$ cat src/rtl/bl_pwm_pkg.sv
package bl_pwm_pkg;
  localparam int PRE_W = 8;
  localparam int CNT_W = 16;
  localparam int BYTE_W = 8;

  localparam logic [7:0] A_PRE     = 8'hA0;
  localparam logic [7:0] A_SCALE_L = 8'hA1;
  localparam logic [7:0] A_SCALE_H = 8'hA2;
  localparam logic [7:0] A_BRT_L   = 8'hA3;
  localparam logic [7:0] A_BRT_H   = 8'hA4;
  localparam logic [7:0] A_CTRL    = 8'hA5;
  localparam logic [7:0] A_FSEL    = 8'h5F;

  typedef enum logic [1:0] {
    FN_IN  = 2'd0,
    FN_OUT = 2'd1,
    FN_ALT = 2'd2,
    FN_RSV = 2'd3
  } pin_fn_e;

  typedef struct packed {
    logic [PRE_W-1:0] pre;
    logic [CNT_W-1:0] scale;
    logic [CNT_W-1:0] bright;
  } pwm_cfg_t;
endpackage

$ cat src/rtl/bl_pwm_regs.sv
module bl_pwm_regs
  import bl_pwm_pkg::*;
#(
  parameter int NUM_PINS = 4
) (
  input  logic                    clk,
  input  logic                    rst,
  input  logic                    we,
  input  logic [7:0]              addr,
  input  logic [BYTE_W-1:0]       wdata,
  output logic [BYTE_W-1:0]       rdata,
  output pwm_cfg_t                cfg,
  output logic                    en,
  output logic                    inv,
  output logic [2*NUM_PINS-1:0]   fsel
);
  logic [1:0] ctrl_q;

  assign en  = ctrl_q[1];
  assign inv = ctrl_q[0];

  always_ff @(posedge clk) begin
    if (rst) begin
      cfg    <= '0;
      ctrl_q <= '0;
      fsel   <= '0;
    end else if (we) begin
      case (addr)
        A_PRE:     cfg.pre          <= wdata;
        A_SCALE_L: cfg.scale[7:0]   <= wdata;
        A_SCALE_H: cfg.scale[15:8]  <= wdata;
        A_BRT_L:   cfg.bright[7:0]  <= wdata;
        A_BRT_H:   cfg.bright[15:8] <= wdata;
        A_CTRL:    ctrl_q           <= wdata[1:0];
        A_FSEL:    fsel             <= wdata[2*NUM_PINS-1:0];
        default: ;
      endcase
    end
  end

  always_ff @(posedge clk) begin
    if (rst) begin
      rdata <= '0;
    end else begin
      case (addr)
        A_PRE:     rdata <= cfg.pre;
        A_SCALE_L: rdata <= cfg.scale[7:0];
        A_SCALE_H: rdata <= cfg.scale[15:8];
        A_BRT_L:   rdata <= cfg.bright[7:0];
        A_BRT_H:   rdata <= cfg.bright[15:8];
        A_CTRL:    rdata <= {6'd0, ctrl_q};
        A_FSEL:    rdata <= BYTE_W'(fsel);
        default:   rdata <= '0;
      endcase
    end
  end
endmodule

$ cat src/rtl/bl_pwm_core.sv
module bl_pwm_core
  import bl_pwm_pkg::*;
(
  input  logic     clk,
  input  logic     rst,
  input  logic     en,
  input  logic     inv,
  input  pwm_cfg_t cfg_live,
  output logic     pwm_q
);
  pwm_cfg_t         sh;
  logic [PRE_W-1:0] sub_q;
  logic [CNT_W-1:0] step_q;
  logic [PRE_W-1:0] pre_last;
  logic             period_end;
  logic             active;

  assign pre_last   = (sh.pre == '0) ? '0 : sh.pre - PRE_W'(1);
  assign period_end = (step_q == sh.scale);
  assign active     = (sh.bright != '0) &&
                      ((step_q < sh.bright) || (sh.bright >= sh.scale));

  always_ff @(posedge clk) begin
    if (rst) begin
      sh     <= '0;
      sub_q  <= '0;
      step_q <= '0;
      pwm_q  <= 1'b0;
    end else if (!en) begin
      sh     <= cfg_live;
      sub_q  <= '0;
      step_q <= '0;
      pwm_q  <= inv;
    end else begin
      pwm_q <= active ^ inv;
      if (period_end) begin
        sh     <= cfg_live;
        sub_q  <= '0;
        step_q <= '0;
      end else if (sub_q == pre_last) begin
        sub_q  <= '0;
        step_q <= step_q + CNT_W'(1);
      end else begin
        sub_q <= sub_q + PRE_W'(1);
      end
    end
  end
endmodule

$ cat src/rtl/bl_pwm_pinmux.sv
module bl_pwm_pinmux
  import bl_pwm_pkg::*;
#(
  parameter int NUM_PINS = 4,
  parameter int PWM_PIN  = 3
) (
  input  logic [2*NUM_PINS-1:0] fsel,
  input  logic [NUM_PINS-1:0]   level,
  input  logic                  pwm,
  output logic [NUM_PINS-1:0]   pout,
  output logic [NUM_PINS-1:0]   poe
);
  for (genvar p = 0; p < NUM_PINS; p++) begin : g_pin
    pin_fn_e fn;
    assign fn = pin_fn_e'(fsel[2*p +: 2]);
    if (p == PWM_PIN) begin : g_alt
      assign poe[p]  = (fn == FN_OUT) || (fn == FN_ALT);
      assign pout[p] = (fn == FN_ALT) ? pwm : ((fn == FN_OUT) && level[p]);
    end else begin : g_plain
      assign poe[p]  = (fn == FN_OUT);
      assign pout[p] = (fn == FN_OUT) && level[p];
    end
  end
endmodule

$ cat src/rtl/bl_pwm_top.sv
module bl_pwm_top
  import bl_pwm_pkg::*;
#(
  parameter int NUM_PINS = 4,
  parameter int PWM_PIN  = 3
) (
  input  logic                clk,
  input  logic                rst,
  input  logic                reg_we,
  input  logic [7:0]          reg_addr,
  input  logic [7:0]          reg_wdata,
  output logic [7:0]          reg_rdata,
  input  logic [NUM_PINS-1:0] pin_level,
  output logic [NUM_PINS-1:0] pin_out,
  output logic [NUM_PINS-1:0] pin_oe
);
  pwm_cfg_t              cfg_live;
  logic                  en;
  logic                  inv;
  logic [2*NUM_PINS-1:0] fsel;
  logic                  pwm_q;

  bl_pwm_regs #(.NUM_PINS(NUM_PINS)) u_regs (
    .clk(clk), .rst(rst), .we(reg_we), .addr(reg_addr), .wdata(reg_wdata),
    .rdata(reg_rdata), .cfg(cfg_live), .en(en), .inv(inv), .fsel(fsel)
  );

  bl_pwm_core u_core (
    .clk(clk), .rst(rst), .en(en), .inv(inv), .cfg_live(cfg_live), .pwm_q(pwm_q)
  );

  bl_pwm_pinmux #(.NUM_PINS(NUM_PINS), .PWM_PIN(PWM_PIN)) u_mux (
    .fsel(fsel), .level(pin_level), .pwm(pwm_q), .pout(pin_out), .poe(pin_oe)
  );
endmodule

$ cat config.mk
export PLATFORM = sky130hd
export DESIGN_NAME = bl_pwm_top
export DESIGN_NICKNAME = d
export VERILOG_FILES = /design/src/rtl/bl_pwm_pkg.sv /design/src/rtl/bl_pwm_regs.sv /design/src/rtl/bl_pwm_core.sv /design/src/rtl/bl_pwm_pinmux.sv /design/src/rtl/bl_pwm_top.sv
export SDC_FILE = /design/constraint.sdc
export NUM_CORES = 1
export LEC_CHECK = 0
export BUFFER_PORTS_ARGS = -buffer_cell sky130_fd_sc_hd__buf_4
export CAP_MARGIN = 20
export CORE_MARGIN = 5
export CORE_UTILIZATION = 50
export CTS_CLUSTER_SIZE = 8
export DETAILED_ROUTE_END_ITERATION = 7
export PLACE_DENSITY = 0.68
export SLEW_MARGIN = 10
export SYNTH_ARGS = -nofsm -noshare
export SYNTH_HDL_FRONTEND = slang
export SYNTH_SLANG_ARGS = --single-unit
$ cat constraint.sdc
create_clock -name clk -period 6.79 [get_ports clk]
set_input_delay 1.358 -clock clk [delete_from_list [all_inputs] [get_ports clk]]
set_output_delay 1.358 -clock clk [all_outputs]
set_load 0.05 [all_outputs]
After elaboration in Yosys (flattened, before gate mapping):

Index checks and enable logic that the tools add are counted.

* output and inout port bits: 16
* flip-flop bits (word level): 123
* word-level logic and storage cells: 60
* input port bits: 23

* order comparisons: 2
* reductions and logical operators: 18
* bitwise logic cells: 2
* mux-type cells: 6
* equal/unequal tests: 15
* add/subtract/negate cells: 3

Operators with widths (number)
* $mux 40: 2
* $pmux 8 s7: 1
* $eq 8x8->1 const B: 6
* $add 16x1->16 const B: 1
* $eq 16x16->1: 1
* $ge 16x16->1: 1
* $lt 16x16->1: 1
* $reduce_bool 16->1: 1
* $reduce_and 2->1: 7
* $add 8x1->8 const B: 1
* $eq 2x1->1 const B: 4
* $eq 8x7->1 const B: 1
* $eq 8x8->1: 1
* $logic_not 8->1: 1
* $mux 8: 1
* $sub 8x1->8 const B: 1
* $logic_and 1x1->1: 5
* $reduce_or 4->1: 1
* $reduce_or 3->1: 1
* $eq 2x2->1 const B: 1
* $logic_or 1x1->1: 2
* $mux 1: 2
* $ne 2x1->1 const B: 1
* $not 1->1: 1
* $xor 1x1->1: 1

Logic depth before layout (Yosys ltp):

Gate-level depths: netlist of run 1.

* depth after elaboration: 5
* mapped depth: 9
* gate-level depth less buffers: 8

Cells and area by module:

Synthesis of run 1 repeated with hierarchy kept, for this count alone.

* cell total of the unflattened synthesis: 789
* area, all modules: 6741.5 um^2

Modules (own cells, without submodules)
* bl_pwm_core: area each 3996.3 um^2, sequential area each 1301.2 um^2, cells each 501, instances 1
* bl_pwm_regs: area each 2636.3 um^2, sequential area each 1161.1 um^2, cells each 274, instances 1
* bl_pwm_pinmux: area each 108.9 um^2, sequential area each 0.0 um^2, cells each 14, instances 1

Worst setup path after synthesis of run 1:

No wires, ideal clock.

* path kind: input port to output port
* start point: input pin_level[3]
* end point: output pin_out[3]
* slack: 2951 ps
* path buffers: 0
* stages: 2
* arrival: 2481 ps
* data required time: 5432 ps
* path through: nand2_1 -> o21ai_0

* cells in the longest elaborated chain, start to end: 2

RTL lines
* from (decl): line bl_pwm_top.sv:13 `input logic [NUM_PINS-1:0] pin_level,`
* $logic_and 1x1->1: line bl_pwm_pinmux.sv:18 `assign pout[p] = (fn == FN_ALT) ? pwm : ((fn == FN_OUT) && level[p]);`
* $mux 1: line bl_pwm_pinmux.sv:18
* to (decl): line bl_pwm_top.sv:14 `output logic [NUM_PINS-1:0] pin_out,`

No other way between the ends.

Final worst setup path of run 1:

* start point: register u_core.sh[32] (netlist name)
* end point: register u_core.step_q[4]

* cells in the longest elaborated chain, start to end: 3
* elaborated cells on any way between the ends: 4
* those cells by class: add/sub (1); eq/ne (1); mux (1); reduce/logical (1)

RTL lines
* from (decl): line bl_pwm_core.sv:11 `pwm_cfg_t sh;`
* from (signal assigned): line bl_pwm_core.sv:30 `sh <= cfg_live;`
* from (signal assigned): line bl_pwm_core.sv:37 `sh <= cfg_live;`
* $sub 8x1->8 / $logic_not 8->1 (equally long branches): line bl_pwm_core.sv:18 `assign pre_last = (sh.pre == '0) ? '0 : sh.pre - PRE_W'(1);`
* $mux 8 (*): line bl_pwm_core.sv:18
* $eq 8x8->1 (*): line bl_pwm_core.sv:40 `end else if (sub_q == pre_last) begin`
* to (signal assigned): line bl_pwm_core.sv:42 `step_q <= step_q + CNT_W'(1);`
* to (decl): line bl_pwm_core.sv:13 `logic [CNT_W-1:0] step_q;`

Mark *: on every way between the ends. The rest lies on a longest branch, timed or not.
A chain may end at the register's enable or synchronous reset.

==> results of run 1 <==
==> layer usage <==
| metal | track usage | routed length, µm |
|---|---|---|
| met2 | 0.346 | 7900 |
| met1 | 0.317 | 8190 |
| met5 | 0 | 0 |
| met4 | 0.0799 | 381 |
| met3 | 0.0489 | 1110 |
==> flip-flops by register name, indices dropped and copies added, names as in the netlist <==
register,count
u_core.pwm_q,1
u_core.sh,40
u_core.step_q,16
u_core.sub_q,8
u_regs.cfg,40
u_regs.ctrl_q,2
u_regs.fsel,8
u_regs.rdata,8
==> worst register-to-register path, delay by kind of cell, from the launching register on <==
family | cells | cell delay (ns)
mux | 1 | 0.17
fa+ha+maj | 1 | 0.29
simple gates | 3 | 1.66
flops | 1 | 0.35
buf+inv | 1 | 0.11
compound gates | 2 | 0.52
==> metrics by stage <==
step | hold slack (ns) | setup slack (ns) | std cells | instance area (µm²)
4_1_cts | 0.470 | 3.55 | 982 | 7470
5_1_grt | 0.504 | 3.40 | 982 | 7470
3_5_place_dp | 0.464 | 3.58 | 950 | 6920
2_1_floorplan | 0.441 | 2.95 | 776 | 6530
3_3_place_gp | 0.454 | 3.59 | 950 | 6920
6_report | 0.474 | 3.55 | 982 | 7470
==> synth_stat cells, drive strengths merged (3+ instances only) <==
cell type  instances
dfxtp            123
and2               4
nand3             35
mux4               8
and3              15
or3               18
o21ai              8
or2                4
xor2               4
nor3               9
nor4              17
mux2i             55
o211a              4
a21o               4
a211oi             3
a21oi             70
nand4b             3
inv               39
nor2             119
nand4             13
xnor2             23
a22oi              8
a31oi              4
nor2b              6
buf                4
ha                36
nand2             65
clkbuf            38
nand2b             4
==> kinds of logic after synthesis <==
group | Yosys count | share of synthesized area
buf+inv | 81 | 0.0481
simple gates | 324 | 0.244
flops | 123 | 0.377
xor+xnor | 27 | 0.0362
fa+ha+maj | 36 | 0.0689
compound gates | 122 | 0.114
mux | 63 | 0.112
==> worst max-delay path by stage <==
stage | from | to | cells after the start
2_1_floorplan | pin_level[3] | pin_out[3] | 2
3_3_place_gp | pin_level[3] | pin_out[3] | 4
3_5_place_dp | u_core.sh[32] | u_core.step_q[4] | 8
4_1_cts | u_core.sh[32] | u_core.step_q[4] | 8
5_1_grt | u_core.sh[32] | u_core.step_q[4] | 8
6_report | u_core.sh[32] | u_core.step_q[4] | 8
==> final cells by class <==
cell class | instances | area [µm²] | share of cell area
multi-input combinational | 572 | 3760 | 0.504
sequential | 123 | 2460 | 0.330
clock buffer | 18 | 439 | 0.0588
timing repair buffer | 44 | 330 | 0.0442
tap | 172 | 215 | 0.0288
inverter | 39 | 146 | 0.0196
clock inverter | 14 | 110 | 0.0147
==> where the power goes <==
| part | leakage, nW | internal [mW] | switching (mW) |
|---|---|---|---|
| Sequential | 0.990 | 0.722 | 0.000630 |
| Clock | 0.260 | 0.481 | 0.358 |
| Combinational | 1.84 | 0.0145 | 0.0281 |
| Total | 3.09 | 1.22 | 0.386 |
==> flow_summary.toml, run 1 <==
[run_status]
status = "finished, final reports clean"

[floorplanning]
coreArea_um2 = 12700
rows = 41
start_util = 0.514
dieArea_um2 = 15500
die_h_um = 124
die_w_um = 124
ios = 39

[sta]
tns_ns = 0
max_freq_mhz = 309
drv_slew = 0
fin_skew_ns = 0.00589
rsz0062_at_grt = "no"
worst_pin_slew_ns = 1.09
fin_crit_sh = 0.477
period_minus_slack_ns = 3.24
maxSlewHeadroom = 0.270
final-hold-violation-count = 0
setup_violations = 0

[yosys]
syn_nets = 835
syn_avg_cell_area_um2 = 8.42
ys_warn_count = 0
synth_largest_area_cell = "dfxtp_1"
ys_types = 59
synth_edf_count = 0
ys_ff_latch = 123
synth_top_area_share = 0.377
syn_inst = 776
synthTopCellsByArea = "dfxtp_1, mux2i_1, ha_1"
yosysSeqAreaShare = 0.377
async_flop_share = 0
synth.cell_area_um2 = 6530
ys.flop_type = "dfxtp_1"

[setup_path]
rr_worst_depth = 8
cp-end-kind = "flop"
cp_slowest_cell = "nor2_1"
required_ns = 7.08
critPathKind = "reg -> reg"
timing.rr.end = "u_core.step_q[4]"
r2r_slack_ns = 3.55
cp_top_family = "simple AND/OR/NAND/NOR gates"
cp_cell_sequence = "inv_1 -> ha_1 -> or4b_2 -> o211a_1 -> o211a_1 -> nor2_1 -> nor4_1 -> mux2i_1"
cpMostUsedCell = "o211a_1"
path_max_fanout = 13
regToRegStartpoint = "u_core.sh[32]"
cp_data_arrival_time_ns = 3.52
critPathMaxStageDelay_ns = 0.85
startpoint_type = "flop"
crit_buf_inv = 1

[detailed_routing]
drc = 0
post_drt_wl_per_cell_um = 17.9
antenna_left = 0
wirelength_um = 17600
via_per_inst = 5.85
first_iter_violations = 461
dr.pass1.iters = 7
vias = 5745

[clock_tree]
htree_levels = 4
postCtsHoldBufs = 0
clock_latency_ns = 0.42
cts_tree = "yes"
post-cts-setup-buffer-count = 0
numCtsBuffers = 17
clockBufferDepth = 2
clk_root_buffer_cell = "clkbuf_16"
cts_sinks = 123
cts.clk_slew.worst_paths_ns = 0.06
cts_resized = 0

[cells_and_area]
final_common_cell = "dfxtp_1"
layout_common_cells = "dfxtp_1, nor2_1, a21oi_1, nand2_1, mux2i_1"
nNetsFinal = 856
drive_above_1_share = 0.122
area_growth_pct = 14.3
utilization = 0.587
num_antenna_cells = 0
fillCellCount = 1192

[grt]
grt_max_degree = 63
grt_pass1_wl_um = 28500
grt_pass1_vias = 5464
grt_usage = 0.227
grt_overflow_total = 0
antenna_found_initial = 0

[place]
dp_hpwl_um = 12700
place_congestion = 0.886
io_buffers = 38

[worst_hold_path]
hold_path_depth = 2
hold_path_class = "reg -> reg"
min_from = "u_regs.fsel[1]"
worstHoldEndpoint = "u_regs.fsel[1]"

[power]
leakagePower_nw = 3.09
total_power_mw = 1.60
pwr_density_cell_nw_per_um2 = 215
vdd_drop_max_v = 0.000253

[job]
cap_viol_max_count = 0
No activity file was read; power rests on OpenSTA's default activity.
==> inputs of run 2 (changes only) <==
ABC_AREA = 1   (was unset)
PLACE_DENSITY = 0.7   (was 0.68)
clock period = 2.7 ns   (was 6.79 ns; I/O delays follow)
==> run 2 against run 1 <==
Effect of this change:
- first-iteration DRC count rose by 16%
- non-clock buffer count is 2 higher
- area after synthesis increased by 5.0%
- setup slack got worse by 3.0 ns
- critical path type unchanged
- largest cell class unchanged
==> flow_summary.toml, run 2 <==
[sta]
setup_violations = 0
fin_ws_ns = 0.582
fin_hold_ws_ns = 0.433
maxSlewHeadroom = 0.494
max_freq_mhz = 472
fin_crit_sh = 0.784
fin_skew_ns = 0.00728
worst_pin_slew_ns = 0.759
drv_slew = 0
period_minus_slack_ns = 2.12
rsz0062_at_grt = "no"
tns_ns = 0
final-hold-violation-count = 0

[floorplanning]
die_w_um = 127
rows = 42
coreArea_um2 = 13300
start_util = 0.514
ios = 39
die_h_um = 127
dieArea_um2 = 16200

[clock_tree]
numCtsBuffers = 17
postCtsHoldBufs = 0
cts_sinks = 123
cts.clk_slew.worst_paths_ns = 0.06
htree_levels = 4
clk_root_buffer_cell = "clkbuf_16"
cts_tree = "yes"
clock_latency_ns = 0.42
post-cts-setup-buffer-count = 0
clockBufferDepth = 2
cts_resized = 0

[yosys]
synth.cell_area_um2 = 6860
ys_ff_latch = 123
syn_inst = 981
synth_edf_count = 0
async_flop_share = 0
syn_avg_cell_area_um2 = 6.99
synth_top_area_share = 0.359
ys.flop_type = "dfxtp_1"
synth_largest_area_cell = "dfxtp_1"
yosys-top-cells-count = "nand2_1, a21oi_1, dfxtp_1, inv_1, nor2_1"
syn_nets = 1040
ys_types = 38
synthTopCellsByArea = "dfxtp_1, nand2_1, a21oi_1"
ys_warn_count = 0
yosysMostFrequentCell = "nand2_1"
yosysSeqAreaShare = 0.359

[detailed_routing]
first_iter_violations = 535
vias = 6418
drc = 0
wirelength_um = 18300
dr.pass1.iters = 5
via_per_inst = 5.39
post_drt_wl_per_cell_um = 15.3
antenna_left = 0

[cells_and_area]
final_cells = 1190
num_antenna_cells = 0
nNetsFinal = 1060
largest_registers = "u_core.sh x40, u_regs.cfg x40, u_core.step_q x16"
fillCellCount = 1311
layout_common_cells = "nand2_1, a21oi_1, dfxtp_1, inv_1, nor2_1"
final_common_cell = "nand2_1"
area_growth_pct = 13.8
fin_area_um2 = 7810
drive_above_1_share = 0.109

[grt]
grt_overflow_total = 0
grt_usage = 0.230
grt_pass1_wl_um = 29800
antenna_found_initial = 0
grt_pass1_vias = 5857
grt_max_degree = 81

[worst_hold_path]
hold_path_class = "in -> reg"

[run_status]
status = "finished, final reports clean"

[job]
cap_viol_max_count = 0

[setup_path]
cp_data_arrival_time_ns = 2.42
startpoint_type = "flop"
path_max_fanout = 17
critPathKind = "reg -> reg"
required_ns = 3.00
cp-end-kind = "flop"

[place]
dp_hpwl_um = 13100
place_congestion = 0.954
io_buffers = 38
dpl_cell_area_um2 = 7220
pre_cts_slack_ns = 0.477
dp.cells = 1158

[power]
p_sw_mw = 0.971
power_switching_share = 0.230
internal_power_mw = 3.25
pwr_density_cell_nw_per_um2 = 541
p_clk_frac = 0.533
combPwrFrac = 0.037
leakagePower_nw = 3.02
p_seq_frac = 0.431
vdd_drop_max_v = 0.000480
## run 2: critical path: stages, from the launching register on
cell     delay (ns)
dfxtp_1        0.30
inv_2          0.11
ha_1           0.23
nand2_2        0.08
nor2_4         0.12
nand2_4        0.12
nand2_1        0.08
nand2_1        0.05
nand2_2        0.07
nand2_4        0.07
nor2_8         0.24
nand3_4        0.22
nand2_2        0.22
nor2_1         0.07
## run 2: power groups by stage
stage | Clock (mW) | Sequential (mW) | Combinational, mW
6_report | 2.25 | 1.82 | 0.154
2_1_floorplan | 0 | 1.86 | 0.0915
3_3_place_gp | 0 | 1.86 | 0.150
5_1_grt | 2.37 | 1.82 | 0.168
3_5_place_dp | 0 | 1.86 | 0.151
4_1_cts | 2.27 | 1.82 | 0.152
## run 2: worst paths after layout
path	startpoint	to	slack (ns)	depth (start not counted)
max	u_core.sh[32]	u_core.sub_q[0]	0.58	13
min	rst	u_regs.cfg[29]	0.43	2
max reg2reg	u_core.sh[32]	u_core.sub_q[0]	0.58	13
min reg2reg	u_regs.cfg[7]	u_regs.cfg[7]	0.47	2
## run 2: area by class of cell
class | instances | area (µm²) | share of cell area
clock inverter | 13 | 144 | 0.0184
inverter | 117 | 439 | 0.0562
multi-input combinational | 696 | 3740 | 0.479
timing repair buffer | 46 | 358 | 0.0458
tap | 176 | 220 | 0.0282
clock buffer | 19 | 443 | 0.0567
sequential | 123 | 2460 | 0.315
## run 2: per-stage QoR
step / power, mW / util
final: 4.23 / 0.585
after global routing: 4.36 / 0.585
after CTS: 4.24 / 0.585
after detailed placement: 2.01 / 0.541
after global placement: 2.01 / 0.541
after floorplan: 1.95 / -
## run 2: kinds of logic after synthesis
family	after synthesis	share of synthesized area
buf+inv	162	0.0959
fa+ha+maj	36	0.0657
xor+xnor	27	0.0345
flops	123	0.359
simple gates	435	0.294
compound gates	198	0.151
## run 2: layer usage
layer  track usage  share of wire  routed length, µm  vias to the layer above
li1              -              -                  -                     3302
met5             0              0                  0                        -
met3        0.0492          0.056               1030                       41
met1         0.312           0.47               8520                     2863
met4         0.109          0.034                620                        0
met2         0.350           0.44               8080                      212
